[config.mk]
export PLATFORM = sky130hd
export DESIGN_NAME = wp_lock_ctrl
export DESIGN_NICKNAME = d
export VERILOG_FILES = /design/src/rtl/wp_lock_pkg.sv /design/src/rtl/wp_range_regs.sv /design/src/rtl/wp_walk_seq.sv /design/src/rtl/wp_state_array.sv /design/src/rtl/wp_lock_ctrl.sv
export SDC_FILE = /design/constraint.sdc
export NUM_CORES = 1
export LEC_CHECK = 0
export ABC_CLOCK_PERIOD_IN_PS = 8410
export BUFFER_PORTS_ARGS = -buffer_cell sky130_fd_sc_hd__buf_4
export CORE_MARGIN = 2
export CORE_UTILIZATION = 60
export CTS_BUF_LIST = sky130_fd_sc_hd__clkbuf_4
export DETAILED_ROUTE_END_ITERATION = 8
export PLACE_DENSITY = 0.81
export SLEW_MARGIN = 20
export SYNTH_ARGS = -nofsm -noshare
export SYNTH_HDL_FRONTEND = slang
export SYNTH_HIERARCHICAL = 1
export SYNTH_SLANG_ARGS = --single-unit
[constraint.sdc]
create_clock -name clk -period 8.41 [get_ports clk]
set_input_delay 0 -clock clk [delete_from_list [all_inputs] [get_ports clk]]
set_output_delay 0 -clock clk [all_outputs]
set_load 0.005 [all_outputs]
[src/rtl/wp_lock_pkg.sv]
package wp_lock_pkg;

  typedef enum logic [2:0] {
    WP_TIGHT    = 3'b001,
    WP_LOCKED   = 3'b010,
    WP_UNLOCKED = 3'b100
  } wp_state_e;

  typedef enum logic [1:0] {
    ACT_UNLOCK = 2'd0,
    ACT_LOCK   = 2'd1,
    ACT_TIGHT  = 2'd2
  } wp_act_e;

  localparam logic [7:0] OP_UNL_RANGE   = 8'h23;
  localparam logic [7:0] OP_UNL_ALL     = 8'h27;
  localparam logic [7:0] OP_LOCK_RANGE  = 8'h2a;
  localparam logic [7:0] OP_TIGHT_RANGE = 8'h2c;

  typedef struct packed {
    logic      wr;
    wp_state_e nxt;
  } wp_upd_t;

  // Transition rule for one block under one walk action.
  function automatic wp_upd_t wp_rule(input wp_state_e cur, input wp_act_e act);
    wp_upd_t r;
    r.wr  = 1'b0;
    r.nxt = cur;
    case (act)
      ACT_UNLOCK: if (cur != WP_TIGHT) begin
        r.wr  = 1'b1;
        r.nxt = WP_UNLOCKED;
      end
      ACT_LOCK: if (cur != WP_TIGHT) begin
        r.wr  = 1'b1;
        r.nxt = WP_LOCKED;
      end
      ACT_TIGHT: if (cur != WP_UNLOCKED) begin
        r.wr  = 1'b1;
        r.nxt = WP_TIGHT;
      end
      default: ;
    endcase
    return r;
  endfunction

endpackage

[src/rtl/wp_range_regs.sv]
module wp_range_regs #(
  parameter int IDXW = 4,
  parameter int DW   = 16
) (
  input  logic            clk,
  input  logic            rst,
  input  logic            wr,
  input  logic            sel,
  input  logic [DW-1:0]   wdata,
  output logic [IDXW-1:0] first_q,
  output logic [IDXW-1:0] last_q
);

  logic [IDXW-1:0] val;
  logic            unused_hi;

  assign val       = wdata[IDXW-1:0];
  assign unused_hi = ^wdata[DW-1:IDXW];

  always_ff @(posedge clk) begin
    if (rst) begin
      first_q <= '0;
      last_q  <= '0;
    end else if (wr) begin
      last_q <= val;
      if (!sel) first_q <= val;
    end
  end

endmodule

[src/rtl/wp_walk_seq.sv]
module wp_walk_seq
  import wp_lock_pkg::*;
#(
  parameter int NUM_BLK = 16,
  parameter int IDXW    = 4
) (
  input  logic            clk,
  input  logic            rst,
  input  logic            cmd_valid,
  input  logic [7:0]      cmd_op,
  input  logic [IDXW-1:0] first_i,
  input  logic [IDXW-1:0] last_i,
  output logic            upd_en,
  output logic [IDXW-1:0] upd_idx,
  output wp_act_e         upd_act,
  output logic            busy,
  output logic            done,
  output logic            err
);

  localparam int CW = IDXW + 1;
  localparam logic [CW-1:0] BLK_CNT  = CW'(NUM_BLK);
  localparam logic [CW-1:0] BLK_LAST = CW'(NUM_BLK - 1);

  logic [CW-1:0] cur;
  logic [CW-1:0] hi;
  wp_act_e       act_q;

  logic          acc;
  wp_act_e       act_d;
  logic [CW-1:0] lo_d;
  logic [CW-1:0] hi_d;

  always_comb begin
    acc   = 1'b0;
    act_d = ACT_UNLOCK;
    lo_d  = {1'b0, first_i};
    hi_d  = {1'b0, last_i};
    if (cmd_valid && !busy) begin
      case (cmd_op)
        OP_UNL_RANGE:   begin acc = 1'b1; act_d = ACT_UNLOCK; end
        OP_UNL_ALL:     begin acc = 1'b1; act_d = ACT_UNLOCK; lo_d = '0; hi_d = BLK_LAST; end
        OP_LOCK_RANGE:  begin acc = 1'b1; act_d = ACT_LOCK;   end
        OP_TIGHT_RANGE: begin acc = 1'b1; act_d = ACT_TIGHT;  end
        default: ;
      endcase
    end
  end

  logic in_range;
  logic past_end;
  assign in_range = (cur <= hi);
  assign past_end = (cur >= BLK_CNT);

  assign upd_en  = busy && in_range && !past_end;
  assign upd_idx = cur[IDXW-1:0];
  assign upd_act = act_q;

  always_ff @(posedge clk) begin
    if (rst) begin
      cur   <= '0;
      hi    <= '0;
      act_q <= ACT_UNLOCK;
      busy  <= 1'b0;
      done  <= 1'b0;
      err   <= 1'b0;
    end else begin
      done <= 1'b0;
      if (busy) begin
        if (!in_range) begin
          busy <= 1'b0;
          done <= 1'b1;
        end else if (past_end) begin
          err  <= 1'b1;
          busy <= 1'b0;
          done <= 1'b1;
        end else begin
          cur <= cur + 1'b1;
        end
      end else if (acc) begin
        cur   <= lo_d;
        hi    <= hi_d;
        act_q <= act_d;
        busy  <= 1'b1;
        err   <= 1'b0;
      end
    end
  end

endmodule

[src/rtl/wp_state_array.sv]
module wp_state_array
  import wp_lock_pkg::*;
#(
  parameter int NUM_BLK = 16,
  parameter int IDXW    = 4
) (
  input  logic            clk,
  input  logic            rst,
  input  logic            upd_en,
  input  logic [IDXW-1:0] upd_idx,
  input  wp_act_e         upd_act,
  input  logic [IDXW-1:0] q_idx,
  output logic [2:0]      q_state,
  output logic            wr_hit,
  output logic [2:0]      wr_val
);

  localparam int CW = IDXW + 1;

  wp_state_e st_all  [NUM_BLK];
  wp_upd_t   upd_all [NUM_BLK];
  logic [NUM_BLK-1:0] hit;

  for (genvar g = 0; g < NUM_BLK; g++) begin : g_blk
    wp_state_e st;
    assign upd_all[g] = wp_rule(st, upd_act);
    assign hit[g]     = upd_en && (upd_idx == IDXW'(g)) && upd_all[g].wr;

    always_ff @(posedge clk) begin
      if (rst)         st <= WP_LOCKED;
      else if (hit[g]) st <= upd_all[g].nxt;
    end

    assign st_all[g] = st;
  end

  always_comb begin
    wr_hit = 1'b0;
    wr_val = 3'b000;
    for (int i = 0; i < NUM_BLK; i++) begin
      if (hit[i]) begin
        wr_hit = 1'b1;
        wr_val = upd_all[i].nxt;
      end
    end
  end

  always_ff @(posedge clk) begin
    if (rst)                              q_state <= 3'b000;
    else if ({1'b0, q_idx} < CW'(NUM_BLK)) q_state <= st_all[q_idx];
    else                                  q_state <= 3'b000;
  end

endmodule

[src/rtl/wp_lock_ctrl.sv]
module wp_lock_ctrl
  import wp_lock_pkg::*;
#(
  parameter int  NUM_BLK = 16,
  parameter int  DW      = 16,
  localparam int IDXW    = $clog2(NUM_BLK)
) (
  input  logic            clk,
  input  logic            rst,
  input  logic            reg_wr,
  input  logic            reg_sel,
  input  logic [DW-1:0]   reg_wdata,
  input  logic            cmd_valid,
  input  logic [7:0]      cmd_op,
  input  logic [IDXW-1:0] q_idx,
  output logic [2:0]      q_state,
  output logic [IDXW-1:0] range_start,
  output logic [IDXW-1:0] range_end,
  output logic [2:0]      wp_status,
  output logic            busy,
  output logic            done,
  output logic            cmd_err
);

  logic            upd_en;
  logic [IDXW-1:0] upd_idx;
  wp_act_e         upd_act;
  logic            wr_hit;
  logic [2:0]      wr_val;

  wp_range_regs #(.IDXW(IDXW), .DW(DW)) u_regs (
    .clk     (clk),
    .rst     (rst),
    .wr      (reg_wr),
    .sel     (reg_sel),
    .wdata   (reg_wdata),
    .first_q (range_start),
    .last_q  (range_end)
  );

  wp_walk_seq #(.NUM_BLK(NUM_BLK), .IDXW(IDXW)) u_walk (
    .clk       (clk),
    .rst       (rst),
    .cmd_valid (cmd_valid),
    .cmd_op    (cmd_op),
    .first_i   (range_start),
    .last_i    (range_end),
    .upd_en    (upd_en),
    .upd_idx   (upd_idx),
    .upd_act   (upd_act),
    .busy      (busy),
    .done      (done),
    .err       (cmd_err)
  );

  wp_state_array #(.NUM_BLK(NUM_BLK), .IDXW(IDXW)) u_arr (
    .clk     (clk),
    .rst     (rst),
    .upd_en  (upd_en),
    .upd_idx (upd_idx),
    .upd_act (upd_act),
    .q_idx   (q_idx),
    .q_state (q_state),
    .wr_hit  (wr_hit),
    .wr_val  (wr_val)
  );

  always_ff @(posedge clk) begin
    if (rst)         wp_status <= WP_LOCKED;
    else if (wr_hit) wp_status <= wr_val;
  end

endmodule

# == Word-level counts from Yosys, hierarchy flattened ==
# Cells that the tools add are included.
# totals
regBits,77
inputBits,33
out_inout_bits,17
wordCells,256
# classes
n_addsub,1
order_cmp,3
eq_ne,56
muxes,121
n_bitwise,3
reduce_logical,46
# ops
op,count
4-bit 2-to-1 mux,50
4-bit case mux with 3 select lines,16
3-bit 2-to-1 mux,18
"3-bit by 1-bit != test with 1-bit output, second input constant",16
"3-bit != test, second input constant",16
1-bit logical AND,35
"4-bit equality test, second input constant",8
"8-bit by 6-bit equality test with 1-bit output, second input constant",4
5-bit 2-to-1 mux,6
1-bit 2-to-1 mux,28
"4-bit by 3-bit equality test with 1-bit output, second input constant",4
3-bit binary-select mux with 4-bit select,1
"5-bit greater-or-equal comparator, second input constant",2
"4-bit by 2-bit equality test with 1-bit output, second input constant",2
"2-bit != test, second input constant",3
3-bit AND reduction,2
"5-bit by 1-bit adder with 5-bit output, second input constant",1
5-bit <= comparator,1
4-bit NOT with 5-bit output,1
"4-bit by 1-bit equality test with 1-bit output, second input constant",1
4-bit zero test,1
2-bit case mux with 2 select lines,1
2-bit AND reduction,2
4-bit OR reduction,1
8 further kinds,10

# == Logic depth before layout (Yosys ltp) ==
# Gate-level depths: netlist of the first run.
# logic_depth
ltp_word,21
mapped_depth,14
ltp_nobuf,13

# == Modules after synthesis ==
# Netlist of the first run, hierarchy kept.
# modules_own_cells
mod,n_inst,cells_each,area_per_inst_um2,seq_area_each_um2
wp_state_array,1,535,3960.0,1021.0
wp_walk_seq,1,98,880.8,280.3
wp_range_regs,1,31,350.3,160.2
wp_lock_ctrl,1,9,102.6,60.1

# == Worst setup path before layout of the first run ==
# OpenSTA, ideal clock, no wires.
# synth_timing
path_type,register to register
start,register u_walk.cur[2]
end,register wp_status[1]
setup_ns,0.120
arrival_time_ns,3.366
required_time_ns,8.290
setup_slack_ns,4.924
stages_incl_launch_ff,14
path_buffers,1
synth_period_minus_slack_ns,3.486
cell_sequence,dfxtp_1 -> ha_1 -> and4b_1 -> a2111oi_1 -> o21a_1 -> a21bo_4 -> or3_4 -> or4_1 -> buf_2 -> nand3_1 -> nor2_1 -> nand3_1 -> nor2b_1 -> a211o_1
# synth_via
elab_chain_len,21
word_cells_on_any_way,85
classes_between,order compare (2); eq/ne (15); mux (32); reduce/logical (36)
# synth_lines
element,line_no,source
"start, declared",wp_walk_seq.sv:25,logic [CW-1:0] cur;
"start signal, assigned",wp_walk_seq.sv:78,cur <= cur + 1'b1;
"start signal, assigned",wp_walk_seq.sv:81,cur <= lo_d;
5-bit <= comparator / 5-bit greater-or-equal comparator (equally long branches),"wp_walk_seq.sv:52, wp_walk_seq.sv:53",
1-bit logical AND / 1-bit zero test (equally long branches),wp_walk_seq.sv:55,assign upd_en = busy && in_range && !past_end;
1-bit logical AND (*),wp_walk_seq.sv:55,
via upd_en,wp_lock_ctrl.sv:25,logic upd_en;
1-bit logical AND (2 in series),wp_state_array.sv:27,assign hit[g] = upd_en && (upd_idx == IDXW'(g)) && upd_all[g].wr;
1-bit 2-to-1 mux (15 in series),wp_state_array.sv:41,if (hit[i]) begin
1-bit 2-to-1 mux (*),wp_state_array.sv:41,
via wr_hit,wp_lock_ctrl.sv:28,logic wr_hit;
"end signal, assigned",wp_lock_ctrl.sv:70,else if (wr_hit) wp_status <= wr_val;
"end, declared",wp_lock_ctrl.sv:19,"output logic [2:0] wp_status,"
# The timed path passes the listed nets; every way through them passes the cells marked *.
# A chain may end at the register's enable or synchronous reset.

# == Worst setup path after layout of the first run ==
# layout_timing
start,register u_walk.cur[1]
end,register wp_status[2]
# The elaborated chain is that of the path after synthesis.

==> results of run 1 <==
state kept, by name, summed over array words and instances (netlist names):
register	cells
u_arr/g_blk.st	48
u_arr/q_state	3
u_regs/first_q	4
u_regs/last_q	4
u_walk/busy	1
u_walk/cur	5
u_walk/done	1
u_walk/err	1
u_walk/hi	4
u_walk/upd_act	2
wp_status	3
worst max-delay path: stages (launching register included):
cell and delay [ps]:
dfxtp_1 790, ha_1 360, and4b_1 200, a2111oi_1 470, o21a_1 380, a21bo_4 290, or3_4 360, or4_1 700
nand3_1 150, nor2_1 70, nand3_1 200, mux2i_1 230, nor2_1 60
metal layers:
layer / up-vias / wire (µm) / part of all wire, % / track usage (%)
met3: 65 / 1750 / 11 / 7.52
met2: 385 / 7280 / 46 / 51.8
met5: - / 0 / 0 / 0
li1: 2556 / - / - / -
met1: 2583 / 6370 / 40 / 43.3
met4: 0 / 446 / 2.8 / 11.2
power groups by stage:
stage               Combinational (mW)  Sequential [mW]  Clock [mW]
finish                          0.0482            0.367       0.267
global route                    0.0516            0.367       0.286
CTS                             0.0474            0.367       0.270
detailed placement              0.0412            0.374           0
global placement                0.0399            0.374           0
floorplan                       0.0245            0.373           0
cells in the mapped netlist, drive strengths merged, types with 5 or more instances:
master and count:
nor2 81, dfxtp 76, o21ai 72, a21oi 68, nand2 40, nor2b 29, inv 26, clkbuf 25
nand3 19, buf 17, mux4 15, nor3 15, o211ai 15, nand2b 13, a211oi 10, a31oi 10
mux2i 10, o21a 8, and3 7, a211o 6, a21o 6, ha 6, nor3b 6, nor4bb 6
o22ai 6, nand3b 5, nand4 5, nor4 5, o2111ai 5, o21bai 5
worst max path at each step:
stage                               to  cells past startpoint
after global routing      wp_status[2]                     12
after global placement    wp_status[2]                     12
after detailed placement  wp_status[2]                     12
final                     wp_status[2]                     12
after floorplan           wp_status[1]                     13
after CTS                 wp_status[2]                     12
stage by stage:
stage	utilization, %	total power, mW
detailed placement	63.9	0.416
finish	67.8	0.682
floorplan	-	0.398
global placement	63.9	0.414
CTS	67.8	0.684
global route	67.8	0.705
cell families (layout without fill, tap and decap cells):
logic type | count (synthesis) | count (layout) | share of synthesized area, %
buffers and inverters | 69 | 101 | 6.03
DFF | 76 | 76 | 28.7
AOI/OAI and AO/OA | 236 | 236 | 28.5
xor gates and xnor gates | 2 | 2 | 0.331
muxes | 25 | 25 | 8.27
and+or+nand+nor | 259 | 259 | 26.7
adders and majority gates | 6 | 6 | 1.42
cell type report:
| class | instances | area share [%] |
|---|---|---|
| multi-input combinational | 528 | 59.0 |
| sequential | 76 | 26.0 |
| timing repair buffer | 58 | 8.16 |
| tap | 108 | 2.31 |
| inverter | 27 | 1.73 |
| clock inverter | 7 | 1.69 |
| clock buffer | 9 | 1.15 |
==> impl_metrics.py, run 1 <==
metrics = {
    "power_and_ir_drop": {
        "worst_ir_drop_vdd_mv": 0.0668,
        "p_sw_mw": 0.172,
        "power_leakage_nw": 2.05,
        "seqPwrFrac_pct": 53.7,
        "netSwitchingFraction_pct": 25.2,
        "power.share.clock_pct": 39.2,
        "power_report.internal_total_mw": 0.510,
        "pwr-share-comb_pct": 7.1,
        "p_per_area_nw_per_um2": 116,
    },
    "place": {
        "port-buffer-count": 37,
        "place_worst_setup_slack_ps": 4140,
        "dp_hpwl_um": 10600,
        "gp_congestion": 0.941,
        "detailed_place.area_um2": 5520,
        "numPlacedInstances": 780,
    },
    "floorplanning": {
        "core_region_area_um2": 8640,
        "row_count": 34,
        "fp.dieArea_um2": 9590,
        "initial_core_utilization_pct": 61.3,
        "top_level_pins": 50,
        "die_h_um": 97.9,
        "die_w_um": 97.9,
    },
    "global_route": {
        "number_of_antenna_violations_at_the_first_check_in_global_routing": 0,
        "grt.total_usage_pct": 32.4,
        "grt_start_max_net_pins": 83,
        "grt_first_pass_wirelength_um": 25600,
        "grt.overflow.total": 0,
        "grt_pass1_vias": 5133,
    },
    "cells_and_area": {
        "layout.cell_area.non_filler_um2": 5860,
        "fill_cells": 730,
        "storage_cell_area_um2": 1520,
        "diodes": 0,
        "final_cells": 813,
        "total_area_of_multi_input_combinational_cells_um2": 3450,
        "area_delta_synth_final_pct": 10.6,
        "most_common_library_cell_in_the_layout_ignoring_fill_and_taps": "nor2_1",
        "drive_above_1_share_pct": 13.3,
        "mostFrequentLayoutCells": "nor2_1, dfxtp_1, a21oi_1, o21ai_0, buf_4",
        "layout.nets": 739,
    },
    "setup_path": {
        "cp-start-kind": "register",
        "critPathCaptureType": "register",
        "worstSetupPathType": "register to register",
        "crit-reg2reg-capture": "wp_status[2]",
        "cp.arrival_ps": 4710,
        "critPathLaunch": "u_walk/cur[1]",
        "timing.reg2reg.setup_slack_ps": 4000,
        "path_max_fanout": 18,
        "worst-endpoint-required_ps": 8710,
        "worstReg2RegStart": "u_walk/cur[1]",
        "worst_r2r_path_depth": 12,
    },
    "sta": {
        "hold-worst-slack_ps": 17.9,
        "report.final.setup_viol": 0,
        "skew_ps": 21.2,
        "finalMaxSlewViolations": 0,
        "fmax_mhz": 227,
        "sum_of_negative_setup_slack_ps": 0,
        "slew_headroom_pct": 46.4,
        "finalCritPeriodShare_pct": 52.4,
        "tightestPinTransition_ps": 801,
        "layout_min_cycle_time_ps": 4410,
        "hold_viol": 0,
        "grt_setup_unrepaired": "no",
        "setup_ws_ps": 4000,
    },
    "clock_tree": {
        "clockRootBuffer": "clkbuf_4",
        "cts_hold_repair.buffers": 17,
        "tritoncts": "yes",
        "cts-resized-gates": 0,
        "post_cts_buffers": 0,
        "tritoncts_num_sinks": 76,
        "cts_inserted_buffers": 9,
        "worst_setup_hold_path_clk_slew_ps": 150,
        "cts-root-to-sink-buffers": 2,
        "clk-insertion-delay-late_ps": 440,
        "htreeDepth": 3,
    },
    "route": {
        "initialDrtViolationCount": 887,
        "firstDrtPassIters": 6,
        "vias_per_cell": 6.87,
        "wirelength_um": 15900,
        "detailroute.via_count": 5589,
        "avgRoutedWirePerCell_um": 19.5,
        "route.antenna.remaining_nets": 0,
        "drt_drc_violations_left": 0,
    },
    "yosys": {
        "syn-num-nets": 712,
        "synth_top_cell_by_area": "dfxtp_1",
        "postSynth.asyncResetShare_pct": 0,
        "netlist_area_um2": 5290,
        "synth_cell_types": 74,
        "synth_cells": 673,
        "synth_top_area_cells": "dfxtp_1, mux4_2, a21oi_1",
        "ys_dominant_reg_cell": "dfxtp_1",
        "post_synth.cell_area_avg_um2": 7.87,
        "share_of_the_synthesized_area_in_the_top_cell_type_pct": 28.7,
        "number_of_synthesized_flops_with_an_enable_pin": 0,
        "seq_area_frac_synth_pct": 28.7,
        "number_of_flip_flops_and_latches_in_the_synthesized_netlist": 76,
        "synthesis_warning_total": 6,
    },
    "worst_hold_path": {
        "whs_path_depth": 3,
        "hold_path_end": "u_arr/q_state[2]",
        "timing.hold.worst.class": "input port to register",
        "hold_start": "q_idx[2]",
    },
    "outcome": {
        "status": "complete, no violations",
    },
    "flow_run": {
        "maxCapViolCount": 0,
    },
}
(Power assumes the default switching activity.)
==> run 2, diff against run 1 <==
Settings changed: ABC_CLOCK_PERIOD_IN_PS 8410 to 3600, CORE_UTILIZATION 60 to 56, PLACE_DENSITY 0.81 to 0.79.
Clock period 8.41 ns to 3.6 ns, I/O delays scaled along.
==> impl_metrics.py, run 2 (same netlist as run 1, synthesis figures left out) <==
metrics = {
    "outcome": {
        "status": "complete, no violations",
    },
    "cells_and_area": {
        "total_area_of_multi_input_combinational_cells_um2": 3490,
        "reg_top3": "u_arr/g_blk.st (48), u_walk/cur (5)",
        "mostFrequentLayoutCells": "nor2_1, dfxtp_1, o21ai_0, a21oi_1, buf_4",
        "layout.nets": 757,
        "fill_cells": 809,
        "regMostFlops": "u_arr/g_blk.st",
        "area_delta_synth_final_pct": 13.6,
        "most_common_library_cell_in_the_layout_ignoring_fill_and_taps": "nor2_1",
        "largest_register_ffs": 48,
        "drive_above_1_share_pct": 16.6,
        "storage_cell_area_um2": 1520,
    },
    "power_and_ir_drop": {
        "pwr-share-comb_pct": 7.5,
        "seqPwrFrac_pct": 54.8,
        "power_report.internal_total_mw": 1.19,
        "p_per_area_nw_per_um2": 259,
        "power_leakage_nw": 2.13,
        "worst_ir_drop_vdd_mv": 0.169,
        "power.share.clock_pct": 37.7,
        "netSwitchingFraction_pct": 23.7,
        "p_sw_mw": 0.371,
    },
    "place": {
        "dp_hpwl_um": 11200,
        "port-buffer-count": 37,
        "place_worst_setup_slack_ps": -27.2,
        "gp_congestion": 1.04,
    },
    "sta": {
        "sum_of_negative_setup_slack_ps": 0,
        "slew_headroom_pct": 46.4,
        "tightestPinTransition_ps": 803,
        "fmax_mhz": 285,
        "hold_viol": 0,
        "skew_ps": 13.9,
        "finalMaxSlewViolations": 0,
        "finalCritPeriodShare_pct": 97.4,
        "report.final.setup_viol": 0,
        "layout_min_cycle_time_ps": 3510,
        "setup_ws_ps": 92.3,
    },
    "floorplanning": {
        "die_w_um": 101,
        "fp.dieArea_um2": 10200,
        "row_count": 35,
        "top_level_pins": 50,
        "initial_core_utilization_pct": 57.6,
        "die_h_um": 101,
        "core_region_area_um2": 9200,
    },
    "flow_run": {
        "maxCapViolCount": 0,
    },
    "route": {
        "drt_drc_violations_left": 0,
        "avgRoutedWirePerCell_um": 19.3,
        "firstDrtPassIters": 8,
        "wirelength_um": 16100,
        "detailroute.via_count": 5598,
        "initialDrtViolationCount": 610,
        "vias_per_cell": 6.71,
        "route.antenna.remaining_nets": 0,
    },
    "clock_tree": {
        "tritoncts_num_sinks": 76,
        "htreeDepth": 3,
        "post_cts_buffers": 0,
        "tritoncts": "yes",
        "clockRootBuffer": "clkbuf_4",
        "cts_inserted_buffers": 9,
        "cts-root-to-sink-buffers": 2,
        "clk-insertion-delay-late_ps": 440,
        "worst_setup_hold_path_clk_slew_ps": 130,
    },
    "setup_path": {
        "path_cells": "inv_1, ha_1, a21o_1, a2111oi_4, o21a_1, buf_4, nand3b_1, a2111oi_1, buf_4, nand2_1, nand4_1, nor2_1, nand3_1, nor2b_1, a211o_1",
        "worst-endpoint-required_ps": 3930,
        "max_stage_delay_ps": 470,
        "path_max_fanout": 9,
        "cp_common_cell": "buf_4",
        "critPathCaptureType": "register",
        "cp-start-kind": "register",
        "worstSetupPathType": "register to register",
        "critical_path.slowest_cell": "a2111oi_1",
        "cp.arrival_ps": 3840,
    },
    "worst_hold_path": {
        "timing.hold.worst.class": "input port to register",
    },
    "global_route": {
        "grt.total_usage_pct": 31.8,
        "grt.overflow.total": 0,
        "grt_pass1_vias": 5148,
        "number_of_antenna_violations_at_the_first_check_in_global_routing": 1,
        "grt_first_pass_wirelength_um": 25700,
        "grt_start_max_net_pins": 68,
    },
}
## run 2: final cells by class
class	instances	area share [%]
multi-input combinational	528	58.0
clock buffer	10	1.25
sequential	76	25.3
clock inverter	5	1.29
timing repair buffer	76	10.1
antenna	1	0.0416
inverter	27	1.68
tap	111	2.31
## run 2: power by group through the flow
stage | Sequential [mW] | Combinational [mW] | Clock (mW)
final | 0.855 | 0.118 | 0.588
after global routing | 0.857 | 0.126 | 0.630
after CTS | 0.855 | 0.114 | 0.596
after detailed placement | 0.874 | 0.0994 | 0
after global placement | 0.874 | 0.0964 | 0
after floorplan | 0.872 | 0.0572 | 0
## run 2: repair_timing
action / 4_1_cts / 5_1_grt
endpoints found under the hold margin: 13 / 0
hold buffers: 15 / 0
resized for setup: 1 / 9
pin swaps: 0 / 2
endpoints found under the setup margin: 3 / 3
## run 2: worst max-delay path: cells and delay by family (launching register included)
kind / cells / cell delay [ps]
AO/OA/AOI/OAI: 5 / 1500
adder cells (fa/ha/maj): 1 / 300
buffers and inverters: 3 / 420
flip-flops: 1 / 350
AND/OR/NAND/NOR: 6 / 840
## run 2: per-layer routing
metal / routed length (µm) / global-route usage (%) / up-vias
met5: 0 / 0 / -
met4: 606 / 14.9 / 0
met3: 1630 / 7.59 / 77
met2: 7120 / 48.3 / 355
met1: 6750 / 42.7 / 2579
li1: - / - / 2587
## run 2: path summary, 6_finish.rpt
| kind | from | endpoint | slack (ps) | depth (start not counted) |
|---|---|---|---|---|
| max | u_walk/hi[2] | wp_status[1] | 90 | 15 |
| min | q_idx[2] | u_arr/q_state[0] | 3 | 3 |
| max reg2reg | u_walk/hi[2] | wp_status[1] | 90 | 15 |
| min reg2reg | u_walk/err | u_walk/err | 490 | 1 |
## run 2: per-stage QoR
step / power, mW / util (%) / hold WS, ps / cell area (µm²) / std cells
CTS: 1.56 / 65.0 / 3.79 / 5980 / 833
global placement: 0.970 / 61.7 / 227 / 5670 / 803
global route: 1.61 / 65.4 / 41.3 / 6010 / 833
finish: 1.56 / 65.4 / 3.02 / 6020 / 834
floorplan: 0.929 / - / 66.2 / 5290 / 673
detailed placement: 0.973 / 61.7 / 232 / 5670 / 803
